<file path="config.mk">
export PLATFORM = sky130hd
export DESIGN_NAME = bootmap_guard
export DESIGN_NICKNAME = d
export VERILOG_FILES = /design/src/rtl/bootmap_pkg.sv /design/src/rtl/bootmap_decode.sv /design/src/rtl/bootmap_lockbank.sv /design/src/rtl/bootmap_policy.sv /design/src/rtl/bootmap_guard.sv
export SDC_FILE = /design/constraint.sdc
export NUM_CORES = 1
export LEC_CHECK = 0
export BUFFER_PORTS_ARGS = -buffer_cell sky130_fd_sc_hd__buf_2
export CORE_MARGIN = 2
export CORE_UTILIZATION = 52
export CTS_BUF_LIST = sky130_fd_sc_hd__clkbuf_2 sky130_fd_sc_hd__clkbuf_4 sky130_fd_sc_hd__clkbuf_8
export CTS_CLUSTER_SIZE = 30
export DETAILED_ROUTE_END_ITERATION = 12
export GPL_TIMING_DRIVEN = 0
export PLACE_DENSITY = 0.8
export SKIP_LAST_GASP = 1
export SLEW_MARGIN = 40
export SYNTH_ARGS = -nofsm -noshare
export SYNTH_HDL_FRONTEND = slang
export SYNTH_SLANG_ARGS = --single-unit
</file>
<file path="constraint.sdc">
create_clock -name clk -period 1.3 [get_ports clk]
set_input_delay 0.065 -clock clk [delete_from_list [all_inputs] [get_ports clk]]
set_output_delay 0.065 -clock clk [all_outputs]
set_load 0.01 [all_outputs]
</file>
<file path="src/rtl/bootmap_pkg.sv">
package bootmap_pkg;
  localparam int unsigned ADDR_W = 18;
  localparam int unsigned N_FINE = 7;
  localparam int unsigned SECT_W = 3;
  localparam int unsigned UNI_W  = 2;
  localparam int unsigned LKD_W  = 2;

  typedef enum logic [1:0] {
    OP_READ       = 2'd0,
    OP_PROG       = 2'd1,
    OP_ERASE_FINE = 2'd2,
    OP_ERASE_UNI  = 2'd3
  } op_e;
endpackage

</file>
<file path="src/rtl/bootmap_decode.sv">
module bootmap_decode
  import bootmap_pkg::*;
#(
  parameter int unsigned AW = ADDR_W,
  parameter int unsigned SW = SECT_W,
  parameter int unsigned UW = UNI_W
) (
  input  logic [AW-1:0] addr,
  output logic [SW-1:0] fine_idx,
  output logic [UW-1:0] uni_idx
);
  // top quarter is split at bit AW-3 (32 KB), then AW-4 (16 KB), then AW-5 (8 KB)
  localparam int unsigned B32 = AW - 3;
  localparam int unsigned B16 = AW - 4;
  localparam int unsigned B8  = AW - 5;

  always_comb begin
    uni_idx = addr[AW-1 -: UW];
    if (uni_idx != {UW{1'b1}}) begin
      fine_idx = SW'(uni_idx);
    end else if (!addr[B32]) begin
      fine_idx = SW'(3);
    end else if (addr[B16]) begin
      fine_idx = SW'(6);
    end else if (addr[B8]) begin
      fine_idx = SW'(5);
    end else begin
      fine_idx = SW'(4);
    end
  end
endmodule

</file>
<file path="src/rtl/bootmap_lockbank.sv">
module bootmap_lockbank
  import bootmap_pkg::*;
#(
  parameter int unsigned NS = N_FINE,
  parameter int unsigned SW = SECT_W
) (
  input  logic          clk,
  input  logic          rst_n,
  input  logic          we,
  input  logic [SW-1:0] sel,
  input  logic [1:0]    wdata,
  output logic [NS-1:0] wlock,
  output logic [NS-1:0] rlock
);
  logic [NS-1:0] wlock_d, rlock_d, hit;

  for (genvar i = 0; i < NS; i++) begin : g_sect
    assign hit[i] = we && (sel == SW'(i));

    always_comb begin
      wlock_d[i] = wlock[i];
      rlock_d[i] = rlock[i];
      if (hit[i]) begin
        wlock_d[i] = wdata[0];
        rlock_d[i] = wdata[1];
      end
    end

    always_ff @(posedge clk or negedge rst_n) begin
      if (!rst_n) begin
        wlock[i] <= 1'b0;
        rlock[i] <= 1'b0;
      end else if (hit[i]) begin
        wlock[i] <= wlock_d[i];
        rlock[i] <= rlock_d[i];
      end
    end
  end

  AST_LOCK_HOLD: assert property (@(posedge clk) disable iff (!rst_n)
    !we |=> $stable({wlock, rlock}));
  AST_LOCK_BADSEL: assert property (@(posedge clk) disable iff (!rst_n)
    (we && (sel >= SW'(NS))) |=> $stable({wlock, rlock}));
endmodule

</file>
<file path="src/rtl/bootmap_policy.sv">
module bootmap_policy
  import bootmap_pkg::*;
#(
  parameter int unsigned NS = N_FINE,
  parameter int unsigned SW = SECT_W,
  parameter int unsigned UW = UNI_W
) (
  input  logic [1:0]    op,
  input  logic [SW-1:0] fine_idx,
  input  logic [UW-1:0] uni_idx,
  input  logic          tbl_n,
  input  logic          wp_n,
  input  logic [NS-1:0] wlock,
  input  logic [NS-1:0] rlock,
  output logic          allow,
  output logic [SW-1:0] sector
);
  localparam logic [SW-1:0] BOOT_FINE = SW'(NS - 1);
  localparam logic [UW-1:0] BOOT_UNI  = {UW{1'b1}};
  localparam int unsigned   TOP_LO    = 3;  // first fine sector inside the top 64 KB

  logic          in_boot, hw_block, reg_block;
  logic [NS-1:0] top_mask;

  for (genvar i = 0; i < NS; i++) begin : g_mask
    assign top_mask[i] = (i >= TOP_LO);
  end

  always_comb begin
    in_boot   = 1'b0;
    hw_block  = 1'b0;
    reg_block = 1'b0;
    sector    = fine_idx;
    allow     = 1'b0;
    unique case (op_e'(op))
      OP_READ: begin
        allow = !rlock[fine_idx];
      end
      OP_PROG, OP_ERASE_FINE: begin
        in_boot   = (fine_idx == BOOT_FINE);
        hw_block  = in_boot ? !tbl_n : !wp_n;
        reg_block = wlock[fine_idx];
        allow     = !hw_block && !reg_block;
      end
      OP_ERASE_UNI: begin
        sector    = SW'(uni_idx);
        in_boot   = (uni_idx == BOOT_UNI);
        hw_block  = in_boot ? !tbl_n : !wp_n;
        reg_block = in_boot ? |(wlock & top_mask) : wlock[uni_idx];
        allow     = !hw_block && !reg_block;
      end
      default: allow = 1'b0;
    endcase
  end
endmodule

</file>
<file path="src/rtl/bootmap_guard.sv">
module bootmap_guard
  import bootmap_pkg::*;
#(
  parameter int unsigned AW = ADDR_W,
  parameter int unsigned NS = N_FINE,
  parameter int unsigned SW = SECT_W,
  parameter int unsigned UW = UNI_W
) (
  input  logic          clk,
  input  logic          rst_n,
  input  logic          req_vld,
  input  logic [1:0]    req_op,
  input  logic [AW-1:0] req_addr,
  input  logic          tbl_n,
  input  logic          wp_n,
  input  logic          lk_we,
  input  logic [SW-1:0] lk_sel,
  input  logic [1:0]    lk_wdata,
  output logic          rsp_vld,
  output logic          rsp_allow,
  output logic          rsp_deny,
  output logic [SW-1:0] rsp_sector
);
  localparam logic [AW-1:0] BOOT_BASE = AW'(((1 << AW) - 1) & ~((1 << (AW - 4)) - 1));

  logic          rst_meta, rst_sync_n;
  logic [SW-1:0] fine_idx, pol_sector;
  logic [UW-1:0] uni_idx;
  logic [NS-1:0] wlock, rlock;
  logic          pol_allow;
  logic          vld_d, allow_d, deny_d;
  logic [SW-1:0] sect_d;

  always_ff @(posedge clk or negedge rst_n) begin
    if (!rst_n) begin
      rst_meta   <= 1'b0;
      rst_sync_n <= 1'b0;
    end else begin
      rst_meta   <= 1'b1;
      rst_sync_n <= rst_meta;
    end
  end

  bootmap_decode #(.AW(AW), .SW(SW), .UW(UW)) u_decode (
    .addr     (req_addr),
    .fine_idx (fine_idx),
    .uni_idx  (uni_idx)
  );

  bootmap_lockbank #(.NS(NS), .SW(SW)) u_locks (
    .clk   (clk),
    .rst_n (rst_sync_n),
    .we    (lk_we),
    .sel   (lk_sel),
    .wdata (lk_wdata),
    .wlock (wlock),
    .rlock (rlock)
  );

  bootmap_policy #(.NS(NS), .SW(SW), .UW(UW)) u_policy (
    .op       (req_op),
    .fine_idx (fine_idx),
    .uni_idx  (uni_idx),
    .tbl_n    (tbl_n),
    .wp_n     (wp_n),
    .wlock    (wlock),
    .rlock    (rlock),
    .allow    (pol_allow),
    .sector   (pol_sector)
  );

  always_comb begin
    vld_d   = req_vld;
    allow_d = req_vld && pol_allow;
    deny_d  = req_vld && !pol_allow;
    sect_d  = req_vld ? pol_sector : '0;
  end

  always_ff @(posedge clk or negedge rst_sync_n) begin
    if (!rst_sync_n) begin
      rsp_vld    <= 1'b0;
      rsp_allow  <= 1'b0;
      rsp_deny   <= 1'b0;
      rsp_sector <= '0;
    end else begin
      rsp_vld    <= vld_d;
      rsp_allow  <= allow_d;
      rsp_deny   <= deny_d;
      rsp_sector <= sect_d;
    end
  end

  AST_RSP_LATENCY: assert property (@(posedge clk) disable iff (!rst_sync_n)
    req_vld |=> (rsp_vld && (rsp_allow != rsp_deny)));
  AST_RSP_QUIET: assert property (@(posedge clk) disable iff (!rst_sync_n)
    !req_vld |=> (!rsp_vld && !rsp_allow && !rsp_deny));
  AST_TBL_BOOT: assert property (@(posedge clk) disable iff (!rst_sync_n)
    (req_vld && !tbl_n && (req_op == OP_PROG || req_op == OP_ERASE_FINE) &&
     (req_addr >= BOOT_BASE)) |=> rsp_deny);
  AST_TBL_UNI: assert property (@(posedge clk) disable iff (!rst_sync_n)
    (req_vld && !tbl_n && (req_op == OP_ERASE_UNI) &&
     (req_addr[AW-1 -: 2] == 2'b11)) |=> (rsp_deny && (rsp_sector == SW'(3))));
  AST_WP_MAIN: assert property (@(posedge clk) disable iff (!rst_sync_n)
    (req_vld && !wp_n && (req_op != OP_READ) &&
     ((req_op == OP_ERASE_UNI) ? (req_addr[AW-1 -: 2] != 2'b11)
                               : (req_addr < BOOT_BASE))) |=> rsp_deny);
endmodule

</file>
==> impl_metrics.toml <==
[floorplanning]
fp.dieW_um = 51.0
design.portCount = 37
die_area_um2 = 2600
initial_core_util_pct = 53.5
die_y_um = 51.0
core_um2 = 2150
std_cell_rows = 17

[timing]
finalCritPeriodShare_pct = 125
report.final.hold_viol_count = 0
period_minus_slack_ps = 1630
final.hold.worst_slack_ps = 64.5
setup_viol = 2
max_freq_ghz = 0.614
slew-limit-headroom_pct = 51.5
worst_pin_slew_ps = 719
post-route-worst-setup-slack_ps = -329
finalClockSkew_ps = 7.92
tns_ps = -587
rsz0062_at_grt = "true"
maxSlewViolCount = 0

[global_routing]
grt_use_met1_pct = 25.6
maximum_number_of_pins_on_one_net_before_global_route_repair = 21
grt_antenna_before_repair = 0
globalRouteOverflowTotal = 0
grt_use_met3_pct = 3.80
gr-usage-all-layers_pct = 21.4
via_count_of_the_first_global_routing_pass = 872
grt_use_met2_pct = 35.9
layer_carrying_the_most_global_route_usage = "met2"
grt_pass1_wl_mm = 4.07

[clock_tree]
max-clock-path-buffers = 2
cts.sinks = 22
post_cts_resize_count = 0
tritoncts_clock_tree = "yes"
clkTransAtPathRegs_ps = 120
htree_levels = 1
cts-buffers-inserted = 3
clkLatencyLatePin_ps = 310
cts_root_buffer = "sky130_fd_sc_hd__clkbuf_4"

[pwr]
power.switching_w = 0.000433
power.share.clock_pct = 23.3
cell_internal_power_w = 0.00116
combPwrFrac_pct = 21.8
seq_power_share_pct = 54.8
power.density_cell_area_nw_per_um2 = 1170
vdd_drop_max_mv = 0.872
power_leakage_nw = 0.625
sw_frac_of_total_pct = 27.1

[final_layout]
layout_commonest_cell = "sky130_fd_sc_hd__buf_2"
areaGrowthSynthToFinish_pct = 18.7
fill_cells = 183
non_filler_instance_count_after_layout = 156
final_design_area_no_fill_um2 = 1370
layout.cells.most_common_list = "sky130_fd_sc_hd__buf_2 (24), sky130_fd_sc_hd__dfrtp_1 (21), sky130_fd_sc_hd__mux2_2 (15)"
nets = 162
layout.area.seq_um2 = 552
multiInputGateArea_um2 = 572
final_layout_size_suffix_gt1_share_pct = 36.7
antenna_cells = 0

[synthesis]
async_flop_share_pct = 100
syn-mean-instance-area_um2 = 11.7
synth_cell_type_count = 34
synth_warnings = 0
synth_edf_count = 0
seq_area_frac_synth_pct = 47.9
post_synth_instance_area_um2 = 1150
synth_flop_cell = "sky130_fd_sc_hd__dfrtp_1"
yosys_register_bits = 22
synth_nets = 131
post_synth_inst_count = 98

[routing]
route.antenna.remaining_nets = 0
drt-vias-per-instance = 5.74
detail_route.drc_violations = 0
vias = 895
first_pass_iters = 4
drt-total-wl_mm = 2.32
drt_iter0_markers = 17
detail_route.wl_per_cell_um = 14.9

[critical_path]
crit_chain = "nor2b_1, mux4_2, a2111oi_4, nor3_1, a41o_1"
critical_path.max_fanout = 2
critical_path.max_stage_delay_ps = 490
critical_path.startpoint_type = "flop"
path_class = "reg2reg"
timing.critical_path.slowest_stage_cell = "sky130_fd_sc_hd__mux4_2"
cp_num_buf_inv = 0
critPathTopFamily = "multiplexers"
cp.arrival_ps = 1840
required_ps = 1510
setup.worst_path.end_class = "flop"

[placed_design]
post-place-cells = 149
dpl_cell_area_um2 = 1300
buffer_ports.inserted = 23
gp_congestion = 0.948
pre_cts_slack_ps = -334
place.detailed.hpwl_mm = 1.81

[status]
status = "complete, but fails checks"
failed_checks = "negative setup slack"

[run]
maxCapViolations = 0

[min_path]
class_of_the_tightest_hold_or_removal_check = "in2async"
-- registers in the layout (all words and copies together), names as in the netlist --
register	cells
rsp_deny	1
rsp_allow	1
rst_meta	1
u_locks.rlock	7
rsp_sector	3
u_locks.wlock	7
rsp_vld	1
rst_sync_n	1
-- synthesized netlist by cell type, types with 2 or more instances --
library cell | instances | area, um^2
sky130_fd_sc_hd__mux2_2 | 15 | 169
sky130_fd_sc_hd__inv_1 | 5 | 18.8
sky130_fd_sc_hd__mux2i_1 | 2 | 20.0
sky130_fd_sc_hd__o311a_1 | 2 | 20.0
sky130_fd_sc_hd__dfrtp_1 | 22 | 551
sky130_fd_sc_hd__nand2_1 | 4 | 15.0
sky130_fd_sc_hd__ha_1 | 2 | 25.0
sky130_fd_sc_hd__nor3b_1 | 2 | 15.0
sky130_fd_sc_hd__nor2b_1 | 4 | 25.0
sky130_fd_sc_hd__nand2b_1 | 3 | 18.8
sky130_fd_sc_hd__nor2_1 | 2 | 7.51
sky130_fd_sc_hd__o221ai_1 | 2 | 17.5
sky130_fd_sc_hd__o21ai_0 | 5 | 25.0
sky130_fd_sc_hd__nand4b_1 | 4 | 35.0
sky130_fd_sc_hd__nor3_1 | 4 | 20.0
sky130_fd_sc_hd__nand4_1 | 2 | 12.5
-- through the flow --
step	util [%]	total power, W
2_1_floorplan	-	0.00110
3_3_place_gp	60.5	0.00121
3_5_place_dp	60.5	0.00122
4_1_cts	63.5	0.00162
5_1_grt	63.5	0.00171
6_report	63.5	0.00160
-- cell type report --
| class | instances | area share [%] |
|---|---|---|
| well taps | 28 | 2.57 |
| flip-flops and latches | 22 | 40.4 |
| inverters | 5 | 1.37 |
| clock buffers | 4 | 2.66 |
| repair buffers | 26 | 10.4 |
| multi-input cells | 69 | 41.9 |
| plain buffers | 2 | 0.642 |
-- repair_timing --
item | 4_1_cts | 5_1_grt
hold buffers | 2 | 0
hold endpoints to repair | 3 | 0
endpoints found under the setup margin | 2 | 2
pin swaps | 0 | 0
buffers inserted | 1 | 0
-- logic make-up after synthesis --
group / count (synthesis) / share of synthesized area, %
AND/OR/NAND/NOR: 29 / 15.1
adder cells (fa/ha/maj): 2 / 2.18
multiplexers: 18 / 18.4
AO/OA/AOI/OAI: 19 / 13.7
buffers and inverters: 7 / 2.39
flip-flops: 22 / 47.9
other: 1 / 0.326
-- power by group through the flow --
stage	registers (W)	clock network, W	logic, W
final	0.000876	0.000373	0.000349
after global routing	0.000898	0.000429	0.000385
after CTS	0.000876	0.000390	0.000349
after detailed placement	0.000893	0	0.000332
after global placement	0.000883	0	0.000322
after floorplan	0.000867	0	0.000232
-- path summary, 6_finish.rpt --
path / from / end / slack (ps) / depth (start not counted)
setup / recovery: u_locks.wlock[3] / rsp_deny / -330 / 5
hold / removal: rst_n / rst_sync_n / 60 / 2
setup reg to reg: u_locks.wlock[3] / rsp_deny / -330 / 5
hold reg to reg: rst_sync_n / rsp_sector[2] / 200 / 0
max in group asynchronous: rst_sync_n / u_locks.wlock[4] / 790 / 0
min in group clk: lk_wdata[0] / u_locks.wlock[1] / 90 / 2
-- worst register-to-register path: stages (launching register included) --
cell                        delay (ps)
sky130_fd_sc_hd__dfrtp_1           400
sky130_fd_sc_hd__nor2b_1           130
sky130_fd_sc_hd__mux4_2            490
sky130_fd_sc_hd__a2111oi_4         230
sky130_fd_sc_hd__nor3_1             90
sky130_fd_sc_hd__a41o_1            200
-- metal layers --
layer | share of wire (%) | wire, um | vias to the layer above
li1 | - | - | 427
met1 | 42 | 986 | 431
met2 | 51 | 1180 | 29
met3 | 4.1 | 96 | 8
met4 | 2.5 | 57 | 0
met5 | 0 | 0 | -
Note: power is estimated with default switching activity, not from simulation.
